==> config.mk <==
export PLATFORM = sky130hd
export DESIGN_NAME = evt_timer
export DESIGN_NICKNAME = d
export VERILOG_FILES = /design/src/rtl/evt_timer_pkg.sv /design/src/rtl/evt_timer_sync.sv /design/src/rtl/evt_timer_ctrl.sv /design/src/rtl/evt_timer_dp.sv /design/src/rtl/evt_timer.sv
export SDC_FILE = /design/constraint.sdc
export NUM_CORES = 1
export LEC_CHECK = 0
export ABC_CLOCK_PERIOD_IN_PS = 2500
export BUFFER_PORTS_ARGS = -buffer_cell sky130_fd_sc_hd__buf_2
export CORE_MARGIN = 5
export CORE_UTILIZATION = 44
export DETAILED_ROUTE_END_ITERATION = 6
export SETUP_SLACK_MARGIN = 0.15
export SLEW_MARGIN = 20
export SYNTH_ARGS = -nofsm -noshare
export SYNTH_HDL_FRONTEND = slang
export SYNTH_SLANG_ARGS = --single-unit
==> constraint.sdc <==
create_clock -name clk -period 2.5 [get_ports clk]
set_clock_uncertainty 0.1 [all_clocks]
set_input_delay 0.125 -clock clk [delete_from_list [all_inputs] [get_ports clk]]
set_output_delay 0.125 -clock clk [all_outputs]
set_load 0.01 [all_outputs]
==> src/rtl/evt_timer_pkg.sv <==
package evt_timer_pkg;

  typedef enum logic [1:0] {
    MODE_TIMER   = 2'd0,
    MODE_MEASURE = 2'd1,
    MODE_PWM     = 2'd2,
    MODE_WDOG    = 2'd3
  } modeT;

  // packed MSB first: extClk is bit 6, enable is bit 0
  typedef struct packed {
    logic extClk;
    modeT mode;
    logic irqEn;
    logic invert;
    logic reload;
    logic en;
  } cfgT;

  localparam int CFG_W = $bits(cfgT);

  typedef struct packed {
    logic loadNow;
    logic loadFromBus;
    logic incNow;
  } cntStrobeT;

  localparam logic [1:0] ADDR_LOAD = 2'd0;
  localparam logic [1:0] ADDR_CMP  = 2'd1;
  localparam logic [1:0] ADDR_CTL  = 2'd2;
  localparam logic [1:0] ADDR_CNT  = 2'd3;
  localparam int         FLAG_BIT  = 8;

endpackage

==> src/rtl/evt_timer_sync.sv <==
module evt_timer_sync #(
  parameter int STAGES = 2
) (
  input  logic clk,
  input  logic rstN,
  input  logic asyncIn,
  output logic syncOut
);
  logic [STAGES-1:0] chain;

  generate
    for (genvar i = 0; i < STAGES; i++) begin : g_stage
      if (i == 0) begin : g_first
        always_ff @(posedge clk or negedge rstN)
          if (!rstN) chain[0] <= 1'b0;
          else       chain[0] <= asyncIn;
      end else begin : g_next
        always_ff @(posedge clk or negedge rstN)
          if (!rstN) chain[i] <= 1'b0;
          else       chain[i] <= chain[i-1];
      end
    end
  endgenerate

  assign syncOut = chain[STAGES-1];
endmodule

==> src/rtl/evt_timer_ctrl.sv <==
module evt_timer_ctrl
  import evt_timer_pkg::*;
#(
  parameter int CNT_W       = 24,
  parameter int SYNC_STAGES = 2
) (
  input  logic             clk,
  input  logic             rstN,
  input  logic             busWrEn,
  input  logic [1:0]       busAddr,
  input  logic [CNT_W-1:0] busWrData,
  input  logic             pinIn,
  input  logic             eqCmp,
  input  logic             atMax,
  output cfgT              cfg,
  output logic [CNT_W-1:0] loadVal,
  output logic [CNT_W-1:0] cmpVal,
  output cntStrobeT        strobe,
  output logic             flag,
  output logic             matchNow,
  output logic             firstPend,
  output logic             irq,
  output logic             wdTimeout,
  output logic             pinOut,
  output logic             pinOutEn
);
  logic [CNT_W-1:0] loadQ, cmpQ;
  cfgT  cfgQ;
  logic firstQ, flagQ, prevMatchQ, wdToQ, pulseQ, pwmQ, pinDlyQ;
  logic pinSync;

  evt_timer_sync #(.STAGES(SYNC_STAGES)) uSync (
    .clk(clk), .rstN(rstN), .asyncIn(pinIn), .syncOut(pinSync)
  );

  logic wrLoad, wrCmp, wrCtl, clrFlag;
  logic extMode, riseEdge, fallEdge, pinEdge, tick;
  logic wdForce, measReload, cycleReload, matchRise, rawOut;

  assign wrLoad  = busWrEn && (busAddr == ADDR_LOAD);
  assign wrCmp   = busWrEn && (busAddr == ADDR_CMP);
  assign wrCtl   = busWrEn && (busAddr == ADDR_CTL);
  assign clrFlag = wrCtl && busWrData[FLAG_BIT];

  assign extMode  = (cfgQ.mode == MODE_TIMER) && cfgQ.extClk;
  assign riseEdge = pinSync && !pinDlyQ;
  assign fallEdge = !pinSync && pinDlyQ;
  assign pinEdge  = cfgQ.invert ? fallEdge : riseEdge;
  assign tick     = cfgQ.en && (extMode ? pinEdge : 1'b1);

  assign wdForce    = cfgQ.en && (cfgQ.mode == MODE_WDOG) && wrLoad;
  assign measReload = cfgQ.en && cfgQ.reload && (cfgQ.mode == MODE_MEASURE) && pinEdge;
  assign cycleReload = cfgQ.reload &&
      ((((cfgQ.mode == MODE_TIMER) || (cfgQ.mode == MODE_WDOG)) && eqCmp) ||
       ((cfgQ.mode == MODE_PWM) && atMax));

  always_comb begin
    strobe = '0;
    if (wdForce) begin
      strobe.loadNow     = 1'b1;
      strobe.loadFromBus = 1'b1;
    end else if (tick && firstQ) begin
      strobe.loadNow = 1'b1;
    end else if (measReload) begin
      strobe.loadNow = 1'b1;
    end else if (tick) begin
      if (cycleReload) strobe.loadNow = 1'b1;
      else             strobe.incNow  = 1'b1;
    end
  end

  assign matchNow  = cfgQ.en && (cfgQ.mode != MODE_MEASURE) && !firstQ && eqCmp;
  assign matchRise = matchNow && !prevMatchQ;

  always_ff @(posedge clk or negedge rstN) begin
    if (!rstN) begin
      loadQ      <= '0;
      cmpQ       <= '0;
      cfgQ       <= '0;
      firstQ     <= 1'b0;
      flagQ      <= 1'b0;
      prevMatchQ <= 1'b0;
      wdToQ      <= 1'b0;
      pulseQ     <= 1'b0;
      pwmQ       <= 1'b0;
      pinDlyQ    <= 1'b0;
    end else begin
      if (wrLoad) loadQ <= busWrData;
      if (wrCmp)  cmpQ  <= busWrData;
      if (wrCtl)  cfgQ  <= cfgT'(busWrData[CFG_W-1:0]);

      if (wrCtl && busWrData[0] && !cfgQ.en) firstQ <= 1'b1;
      else if (firstQ && (wdForce || tick))  firstQ <= 1'b0;

      flagQ      <= matchNow || (flagQ && !clrFlag);
      prevMatchQ <= matchNow;
      wdToQ      <= matchRise && (cfgQ.mode == MODE_WDOG);
      pulseQ     <= matchRise;
      pinDlyQ    <= pinSync;

      if (!cfgQ.en)                                        pwmQ <= 1'b0;
      else if ((cfgQ.mode == MODE_PWM) && tick && atMax)   pwmQ <= 1'b1;
      else if (matchRise)                                  pwmQ <= 1'b0;
    end
  end

  assign rawOut    = (cfgQ.mode == MODE_PWM) ? pwmQ : pulseQ;
  assign pinOutEn  = (cfgQ.mode != MODE_MEASURE) && !extMode;
  assign pinOut    = pinOutEn && (rawOut ^ cfgQ.invert);
  assign irq       = flagQ && cfgQ.irqEn;
  assign wdTimeout = wdToQ;
  assign cfg       = cfgQ;
  assign loadVal   = loadQ;
  assign cmpVal    = cmpQ;
  assign flag      = flagQ;
  assign firstPend = firstQ;
endmodule

==> src/rtl/evt_timer_dp.sv <==
module evt_timer_dp
  import evt_timer_pkg::*;
#(
  parameter int CNT_W = 24
) (
  input  logic             clk,
  input  logic             rstN,
  input  cntStrobeT        strobe,
  input  logic [CNT_W-1:0] loadVal,
  input  logic [CNT_W-1:0] busWrData,
  input  logic [CNT_W-1:0] cmpVal,
  output logic [CNT_W-1:0] cnt,
  output logic             eqCmp,
  output logic             atMax
);
  logic [CNT_W-1:0] cntQ;

  always_ff @(posedge clk or negedge rstN) begin
    if (!rstN)               cntQ <= '0;
    else if (strobe.loadNow) cntQ <= strobe.loadFromBus ? busWrData : loadVal;
    else if (strobe.incNow)  cntQ <= cntQ + 1'b1;
  end

  assign cnt   = cntQ;
  assign eqCmp = (cntQ == cmpVal);
  assign atMax = &cntQ;
endmodule

==> src/rtl/evt_timer.sv <==
module evt_timer
  import evt_timer_pkg::*;
#(
  parameter int CNT_W       = 24,
  parameter int SYNC_STAGES = 2
) (
  input  logic             clk,
  input  logic             rstN,
  input  logic             busWrEn,
  input  logic [1:0]       busAddr,
  input  logic [CNT_W-1:0] busWrData,
  output logic [CNT_W-1:0] busRdData,
  input  logic             pinIn,
  output logic             pinOut,
  output logic             pinOutEn,
  output logic             irq,
  output logic             wdTimeout
);
  cfgT              cfgW;
  cntStrobeT        strobeW;
  logic [CNT_W-1:0] loadW, cmpW, cntW;
  logic             eqW, maxW, flagW, matchW, firstW;

  evt_timer_ctrl #(.CNT_W(CNT_W), .SYNC_STAGES(SYNC_STAGES)) uCtrl (
    .clk(clk), .rstN(rstN), .busWrEn(busWrEn), .busAddr(busAddr),
    .busWrData(busWrData), .pinIn(pinIn), .eqCmp(eqW), .atMax(maxW),
    .cfg(cfgW), .loadVal(loadW), .cmpVal(cmpW), .strobe(strobeW),
    .flag(flagW), .matchNow(matchW), .firstPend(firstW), .irq(irq),
    .wdTimeout(wdTimeout), .pinOut(pinOut), .pinOutEn(pinOutEn)
  );

  evt_timer_dp #(.CNT_W(CNT_W)) uDp (
    .clk(clk), .rstN(rstN), .strobe(strobeW), .loadVal(loadW),
    .busWrData(busWrData), .cmpVal(cmpW), .cnt(cntW), .eqCmp(eqW), .atMax(maxW)
  );

  always_comb begin
    busRdData = '0;
    case (busAddr)
      ADDR_CMP: busRdData = cmpW;
      ADDR_CTL: begin
        busRdData[CFG_W-1:0] = cfgW;
        busRdData[FLAG_BIT]  = flagW;
      end
      ADDR_CNT: busRdData = cntW;
      default:  busRdData = '0;
    endcase
  end
endmodule

==> results of run 1 <==
[critical path: cells and delay by family, from the launching register on]
family | cells | cell delay, ns
xor+xnor | 1 | 0.22
simple gates | 4 | 0.94
mux | 1 | 0.11
compound gates | 1 | 0.24
buf+inv | 1 | 0.17
flops | 1 | 0.43
[per-stage QoR]
step / area (µm²) / setup WS (ns)
after global placement: 5520 / 0.198
after detailed placement: 5520 / 0.166
after global routing: 6350 / 0.0736
final: 6350 / 0.155
after CTS: 6060 / 0.177
after floorplan: 5020 / 0.363
[cell type report]
| class | instances | share of cell area (%) |
|---|---|---|
| clock inverters | 1 | 0.473 |
| inverters | 9 | 0.532 |
| repair buffers | 117 | 13.9 |
| clock buffers | 13 | 3.78 |
| well taps | 143 | 2.82 |
| flip-flops and latches | 88 | 34.7 |
| multi-input cells | 314 | 43.8 |
[worst max-delay path by stage]
stage	endpoint	slack (ns)	depth (start not counted)
finish	uDp.cnt[22]	0.16	8
global route	uDp.cnt[2]	0.07	9
CTS	uDp.cnt[22]	0.18	9
detailed placement	uDp.cnt[18]	0.17	7
global placement	uDp.cnt[18]	0.20	7
floorplan	uDp.cnt[0]	0.36	8
[metal layers]
metal / vias up / GRT usage, % / part of all wire [%]
li1: 1760 / - / -
met1: 1848 / 25.5 / 46
met2: 87 / 29.6 / 47
met3: 16 / 3.08 / 4.9
met4: 0 / 7.34 / 1.9
met5: - / 0 / 0
[cells in the mapped netlist, types with 2 or more instances]
cell type  instances  area (µm²)
nor2_1            14        52.6
nor2b_1           18         113
ha_1               5        62.6
a22o_1             8        70.1
xor2_1            24         210
buf_4              2        15.0
nor3_1            13        65.1
nand3b_1           3        22.5
xnor2_1           21         184
and2_1             3        18.8
o21ai_1            6        30.0
a22oi_1            3        22.5
nand4_1            8        50.1
dfrtp_1           88        2200
mux2_1             9         101
buf_6              4        45.0
nand3_1            9        45.0
clkbuf_1          10        37.5
inv_1              8        30.0
or3_1              2        12.5
buf_2              9        45.0
nand2_1           17        63.8
nand4b_1           2        17.5
or2_2              3        18.8
mux2i_1           59         591
mux2_2            57         642
nor4_1            10        62.6
[cells by family (layout without fill, tap and decap cells)]
kind of cell	after synthesis	after routing
adder cells (fa/ha/maj)	5	5
AO/OA/AOI/OAI	28	28
buffers and inverters	35	140
flip-flops	88	88
AND/OR/NAND/NOR	111	111
XOR/XNOR	45	45
multiplexers	125	125
[power by group through the flow]
stage          combinational [mW]  sequential [mW]  clock (mW)
6_report                     1.96             2.26        1.29
3_3_place_gp                 1.75             2.25           0
2_1_floorplan                1.37             2.08           0
5_1_grt                      2.15             2.32        1.38
4_1_cts                      1.80             2.25        1.33
3_5_place_dp                 1.76             2.27           0
[registers in the layout (all words and copies together), names as in the netlist]
name,flops
uCtrl.pinDlyQ,1
uDp.cnt,24
uCtrl.uSync.chain,1
uCtrl.pulseQ,1
uCtrl.wdTimeout,1
uCtrl.flag,1
uCtrl.pwmQ,1
uCtrl.prevMatchQ,1
uCtrl.cfg,7
uCtrl.cmpVal,24
uCtrl.loadVal,24
uCtrl.firstPend,1
uCtrl.uSync.syncOut,1
[what timing repair did]
item,CTS,global route
gates resized for setup,1,39
pin swaps,0,9
cloned,0,3
endpoints found under the setup margin,1,23
setup buffers,0,10
hold endpoints to repair,97,0
hold buffers,26,0
==> run_results.csv, run 1 <==
group,metric,value,unit
floorplan,ios,58,
grt,antenna_found_initial,0,
floorplan,dieArea,13700,µm²
power,comb_power_share,35.6,%
power,p_int,3.54,mW
place,numPortBuffers,57,
clock_network,cts_root_buffer,"clkbuf_16",
power,seq_power_share,41.1,%
sta,final_max_slew_viol_count,0,
clock_network,insertion_delay,0.34,ns
logic_synthesis,synthSimpleGateAreaFrac,12.7,%
critical_path,reg2reg_from,"uDp.cnt[5]",
place,dpl.hpwl,8370,µm
final_layout,final_common_cell,"dfrtp_1",
floorplan,core-area,11300,µm²
sta,worst_pin_slew,0.532,ns
clock_network,tritoncts,"built",
final_layout,syn2layout_area_growth,26.4,%
logic_synthesis,syn_inst,437,
critical_path,startpoint,"uDp.cnt[5]",
routing,post-route-drc-count,0,
critical_path,cp-start-kind,"flop",
critical_path,cp-end-kind,"flop",
final_layout,layout.cells.non_filler,685,
clock_network,htree_levels,3,
clock_network,clk_pin_slew,0.06,ns
final_layout,drive_above_1_share,35.2,%
logic_synthesis,synth.avg_cell_area,11.5,µm²
min_path,hp-class,"primary input to asynchronous set/reset pin",
power,p_per_area,866,nW/µm²
final_layout,fill_cells,982,
grt,overflow,0,
grt,grt_pass1_vias,3745,
outcome,status,"completed",
critical_path,path_class,"flop to flop",
sta,hold_viol,0,
logic_synthesis,synth.net_count,472,
power,finalPower,5.50,mW
place,routabilityCongestion,0.852,
critical_path,worstReg2RegEnd,"uDp.cnt[22]",
grt,grt_max_degree,52,
logic_synthesis,ys_types,49,
final_layout,fin_nets,574,
critical_path,cp_cell_sequence,"xor2_1 -> nor4_1 -> nand4b_1 -> o21ai_1 -> or2_4 -> nand2_8 -> clkbuf_16 -> mux2i_1",
sta,fmax,426,MHz
floorplan,start_util,44.4,%
logic_synthesis,synth_area,5020,µm²
logic_synthesis,ys_ff_latch,88,
logic_synthesis,synth_compound_area_share,4.28,%
final_layout,seq_area,2200,µm²
sta,rsz0062_at_grt,"true",
job,maxCapViolations,0,
critical_path,max_stage_delay,0.43,ns
critical_path,crit_path_max_fanout,5,
routing,dr_total_vias,3711,
place,dp.cells,632,
critical_path,arrival,2.46,ns
final_layout,multi_input_area,2780,µm²
logic_synthesis,synth-edff-count,0,
grt,grt_pass1_wl,19600,µm
clock_network,clock_sinks,88,
floorplan,dieWidth,117,µm
sta,min_period,2.34,ns
routing,wl_per_cell,17.9,µm
logic_synthesis,synth_xor_area_share,7.84,%
logic_synthesis,synthMuxAreaShare,26.5,%
power,p_leak,2.81,nW
sta,setup-tns-final,0,ns
routing,postRouteAntennaNets,0,
floorplan,std_cell_rows,39,
logic_synthesis,ys_seq_area_share,43.8,%
critical_path,r2r_cells,8,
power,switching_share,35.6,%
sta,setup_viol,0,
routing,vias_per_cell,5.42,
routing,first_iter_violations,172,
logic_synthesis,yosysWarnings,0,
final_layout,post-route-util,56.1,%
final_layout,antenna_cells,0,
critical_path,crit_required,2.62,ns
power,ir_drop,0.419,mV
floorplan,die_h,117,µm
power,netSwitchingPower,1.96,mW
power,pwr-share-clk,23.4,%
sta,period_share,93.8,%
sta,hold_slack,0.208,ns
logic_synthesis,synthArstFlopShare,100,%
routing,dr.pass1.iters,4,
clock_network,cts-buffers-inserted,9,
clock_network,cts_buffer_depth,2,
logic_synthesis,synthAdderAreaFrac,1.25,%
logic_synthesis,ys.flop_type,"dfrtp_1",
sta,slew_headroom,64.5,%
grt,groute.usage.overall,18.6,%
critical_path,reg2reg_slack,0.16,ns
critical_path,cp_slowest_cell,"dfrtp_1",
final_layout,final_cell_mix,"86 x dfrtp_1, 59 x mux2i_1, 57 x mux2_2, 57 x buf_2",
routing,finalWirelength,12300,µm
logic_synthesis,synth_top_family_by_area,"multiplexers",
(Power assumes the default switching activity.)
==> inputs of run 2 (changes only) <==
CORE_UTILIZATION = 55   (was 44)
MAX_ROUTING_LAYER = met4   (was unset)
PLACE_DENSITY = 0.82   (was unset)
==> run_results.csv, run 2 (synthesis results as in run 1) <==
group,metric,value,unit
outcome,status,"completed",
floorplan,dieArea,11100,µm²
sta,min_period,2.33,ns
clock_network,clk_pin_slew,0.09,ns
routing,vias_per_cell,5.93,
final_layout,fin_nets,562,
final_layout,drive_above_1_share,34.8,%
clock_network,tritoncts,"built",
sta,period_share,93.4,%
clock_network,cts_buffer_depth,2,
final_layout,final_area,6030,µm²
sta,fmax,428,MHz
sta,slew_headroom,61.6,%
floorplan,ios,58,
sta,setup_viol,0,
final_layout,multi_input_area,2750,µm²
grt,grt_pass1_vias,3928,
grt,grt_max_degree,54,
clock_network,cts_root_buffer,"clkbuf_8",
floorplan,std_cell_rows,34,
routing,dr.pass1.iters,4,
floorplan,dieWidth,106,µm
critical_path,arrival,2.47,ns
grt,grt_pass1_wl,19700,µm
grt,overflow,0,
routing,postRouteAntennaNets,0,
critical_path,path_delay_family,"simple AND/OR/NAND/NOR gates",
floorplan,die_h,106,µm
routing,first_iter_violations,193,
critical_path,crit_path_max_fanout,20,
sta,hold_slack,0.172,ns
clock_network,htree_levels,3,
min_path,hp-class,"primary input to asynchronous set/reset pin",
sta,setup-tns-final,0,ns
critical_path,max_stage_delay,0.43,ns
place,dpl-instance-area,5440,µm²
power,p_per_area,837,nW/µm²
routing,wl_per_cell,19.0,µm
clock_network,clock_sinks,88,
power,p_leak,2.70,nW
final_layout,antenna_cells,0,
critical_path,worst-path-stages,8,
place,dpl.hpwl,8060,µm
power,ir_drop,0.361,mV
final_layout,final_common_cell,"dfrtp_1",
routing,post-route-drc-count,0,
grt,antenna_found_initial,0,
place,numPortBuffers,57,
grt,groute.usage.overall,22.6,%
job,maxCapViolations,0,
sta,worst_pin_slew,0.571,ns
final_layout,fill_cells,629,
critical_path,cp-start-kind,"flop",
critical_path,r2r_cells,8,
routing,dr_total_vias,3787,
critical_path,cp-end-kind,"flop",
floorplan,core-area,8810,µm²
clock_network,cts-buffers-inserted,9,
routing,finalWirelength,12100,µm
critical_path,cp_cell_sequence,"or3b_1 -> a41o_1 -> a31oi_2 -> o21ai_2 -> buf_6 -> nor3_1 -> xnor2_1 -> mux2i_1",
place,routabilityCongestion,0.916,
final_layout,seq_area,2210,µm²
critical_path,path_class,"flop to flop",
final_layout,final_cell_mix,"82 x dfrtp_1, 59 x mux2i_1, 57 x mux2_2",
floorplan,start_util,57.1,%
sta,rsz0062_at_grt,"false",
sta,final_max_slew_viol_count,0,
critical_path,crit_required,2.64,ns
clock_network,insertion_delay,0.35,ns
critical_path,cp_slowest_cell,"dfrtp_1",
critical_path,cp_num_buf_inv,1,
sta,hold_viol,0,
final_layout,syn2layout_area_growth,19.9,%
==> run 2: cell count changes in the layout (fill, tap and decap cells not counted), sizes merged <==
| cell | before | now |
|---|---|---|
| clkinv | 0 | 5 |
| clkbuf | 15 | 10 |
| buf | 89 | 79 |
| bufinv | 1 | 0 |
==> run 2: where the power goes <==
group / leakage [nW] / internal (mW) / switching [mW]
Clock: 0.0854 / 0.348 / 0.484
Combinational: 1.58 / 0.942 / 0.991
Sequential: 1.04 / 1.80 / 0.481
==> run 2: repair_timing <==
action | in CTS | in global routing
hold endpoints to repair | 101 | 0
buffers inserted | 0 | 5
endpoints found under the setup margin | 20 | 23
pin swaps | 0 | 3
resized for setup | 3 | 30
hold buffers | 26 | 0
cloned | 0 | 1
==> run 2: path summary, 6_finish.rpt <==
| check | start | end | slack, ns |
|---|---|---|---|
| max | uCtrl.cfg[2] | uDp.cnt[6] | 0.17 |
| min | rstN | uCtrl.loadVal[15] | 0.17 |
| max reg2reg | uCtrl.cfg[2] | uDp.cnt[6] | 0.17 |
| min reg2reg | uCtrl.uSync.chain[0] | uCtrl.uSync.syncOut | 0.27 |
| max in group asynchronous | rstN | uDp.cnt[1] | 1.45 |
| min in group clk | uCtrl.uSync.chain[0] | uCtrl.uSync.syncOut | 0.27 |
==> run 2: metal layers <==
layer / part of all wire, % / GRT usage, %
met1: 43 / 29.4
met2: 49 / 36.6
met3: 6.0 / 3.06
met4: 2.0 / 7.77
met5: 0 / -
==> run 2: area by class of cell <==
cell class,instances,share of cell area (%)
multi-input combinational,314,45.7
sequential,88,36.7
timing repair buffer,105,12.3
tap,108,2.24
clock buffer,10,2.12
inverter,9,0.561
clock inverter,5,0.415
==> run 2: per-stage QoR <==
| step | util [%] | std cells | total power, mW | worst slack (ns) |
|---|---|---|---|---|
| global route | 68.4 | 639 | 5.36 | 0.0907 |
| floorplan | - | 437 | 3.46 | 0.363 |
| detailed placement | 61.8 | 592 | 4.01 | 0.111 |
| global placement | 61.8 | 592 | 3.94 | 0.199 |
| CTS | 66.6 | 633 | 4.89 | 0.162 |
| finish | 68.4 | 639 | 5.05 | 0.166 |
==> inputs of run 3 (changes only) <==
PLACE_DENSITY = 0.75   (was 0.82)
==> run_results.csv, run 3 (synthesis results as in run 1) <==
group,metric,value,unit
grt,grt_pass1_wl,20000,µm
floorplan,core-area,8810,µm²
clock_network,cts_root_buffer,"clkbuf_8",
power,p_leak,2.73,nW
place,pre_cts_ws,0.181,ns
critical_path,arrival,2.44,ns
critical_path,crit_path_max_fanout,7,
sta,setup_viol,0,
clock_network,insertion_delay,0.36,ns
power,p_per_area,877,nW/µm²
power,p_int,3.39,mW
sta,hold_viol,0,
min_path,hp-class,"primary input to asynchronous set/reset pin",
floorplan,start_util,57.1,%
final_layout,post-route-util,69.2,%
power,netSwitchingPower,1.96,mW
grt,overflow,0,
routing,finalWirelength,12200,µm
sta,layout_setup_ws,0.206,ns
place,dp.cells,595,
routing,first_iter_violations,140,
clock_network,cts-buffers-inserted,9,
clock_network,htree_levels,3,
final_layout,antenna_cells,0,
routing,post-route-drc-count,0,
power,finalPower,5.35,mW
floorplan,ios,58,
grt,groute.usage.overall,23.2,%
place,numPortBuffers,57,
routing,dr.pass1.iters,5,
critical_path,startpoint,"uDp.cnt[3]",
final_layout,fin_nets,562,
place,dpl.hpwl,8080,µm
clock_network,cts_buffer_depth,2,
power,pwr-share-clk,21.9,%
clock_network,clock_sinks,88,
final_layout,syn2layout_area_growth,21.3,%
sta,period_share,91.8,%
final_layout,final_cell_mix,"86 x dfrtp_1, 59 x mux2i_1, 57 x mux2_2",
critical_path,path_class,"flop to flop",
sta,slew_headroom,67.6,%
sta,min_period,2.29,ns
sta,rsz0062_at_grt,"true",
final_layout,layout.cells.non_filler,639,
place,routabilityCongestion,0.875,
grt,grt_max_degree,89,
floorplan,std_cell_rows,34,
power,seq_power_share,42.2,%
grt,antenna_found_initial,0,
sta,fmax,436,MHz
routing,dr_total_vias,3705,
floorplan,dieArea,11100,µm²
job,maxCapViolations,0,
final_layout,drive_above_1_share,34.1,%
power,switching_share,36.6,%
sta,final_max_slew_viol_count,0,
sta,setup-tns-final,0,ns
clock_network,clk_pin_slew,0.09,ns
routing,wl_per_cell,19.1,µm
critical_path,cp-start-kind,"flop",
critical_path,reg2reg_from,"uDp.cnt[3]",
clock_network,tritoncts,"built",
outcome,status,"completed",
critical_path,cp-end-kind,"flop",
sta,worst_pin_slew,0.485,ns
critical_path,worstReg2RegEnd,"uDp.cnt[20]",
power,comb_power_share,35.9,%
floorplan,die_h,106,µm
power,ir_drop,0.439,mV
grt,grt_pass1_vias,3861,
critical_path,crit_required,2.65,ns
critical_path,r2r_cells,6,
routing,postRouteAntennaNets,0,
critical_path,reg2reg_slack,0.21,ns
floorplan,dieWidth,106,µm
final_layout,final_common_cell,"dfrtp_1",
routing,vias_per_cell,5.80,
## run 3: cell count changes in the layout (fill, tap and decap cells not counted), moves of 2 or more
cell       previous run  this run
clkbuf_8              9        13
buf_12                1         3
bufinv_16             0         2
clkinv_2              5         0
dfrtp_2               6         2
dfrtp_1              82        86
nor3_2                8        10
## run 3: routing by layer
metal  GRT usage (%)  wire length (µm)  vias up  share of wire, %
met3            4.03               626       31               5.1
met5               -                 0        -                 0
li1                -                 -     1732                 -
met4            9.81               337        0               2.8
met2            35.5              5840      109                48
met1            30.7              5390     1833                44
## run 3: final cells by class
class,count,area [µm²]
multi-input cells,314,2730
fillers,663,2710
flip-flops and latches,88,2200
repair buffers,105,754
clock buffers,13,179
well taps,108,135
clock inverters,2,60.1
inverters,9,33.8
## run 3: worst max path at each step
| stage | slack (ns) | to |
|---|---|---|
| 6_report | 0.21 | uDp.cnt[20] |
| 3_3_place_gp | 0.23 | uDp.cnt[19] |
| 5_1_grt | 0.12 | uDp.cnt[23] |
| 4_1_cts | 0.15 | uDp.cnt[18] |
| 2_1_floorplan | 0.36 | uDp.cnt[0] |
| 3_5_place_dp | 0.18 | uDp.cnt[18] |
## run 3: repair_timing
action                     CTS  global route
buffers inserted             0             3
hold buffers                26             0
pin swaps                    0             2
gates resized for setup      4            16
hold endpoints to repair   154             0
setup endpoints to repair    3            22
## run 3: power groups by stage
| stage | clock (mW) | combinational, mW | sequential [mW] |
|---|---|---|---|
| global route | 1.25 | 2.10 | 2.32 |
| detailed placement | 0 | 1.78 | 2.27 |
| finish | 1.17 | 1.92 | 2.26 |
| floorplan | 0 | 1.37 | 2.08 |
| global placement | 0 | 1.75 | 2.24 |
| CTS | 1.18 | 1.85 | 2.25 |
## run 3: stage by stage
| step | hold slack, ns | cell area, µm² |
|---|---|---|
| floorplan | -0.271 | 5020 |
| global placement | 0.104 | 5490 |
| detailed placement | 0.105 | 5490 |
| CTS | 0.264 | 6000 |
| global route | 0.274 | 6100 |
| finish | 0.222 | 6100 |
## run 3: worst max-delay path, stage by stage (launching register included)
cell and delay (ns):
dfrtp_1 0.49, nand4_1 0.27, or3_4 0.49, or2_2 0.37, nor3_2 0.21, xnor2_1 0.15
mux2i_1 0.10
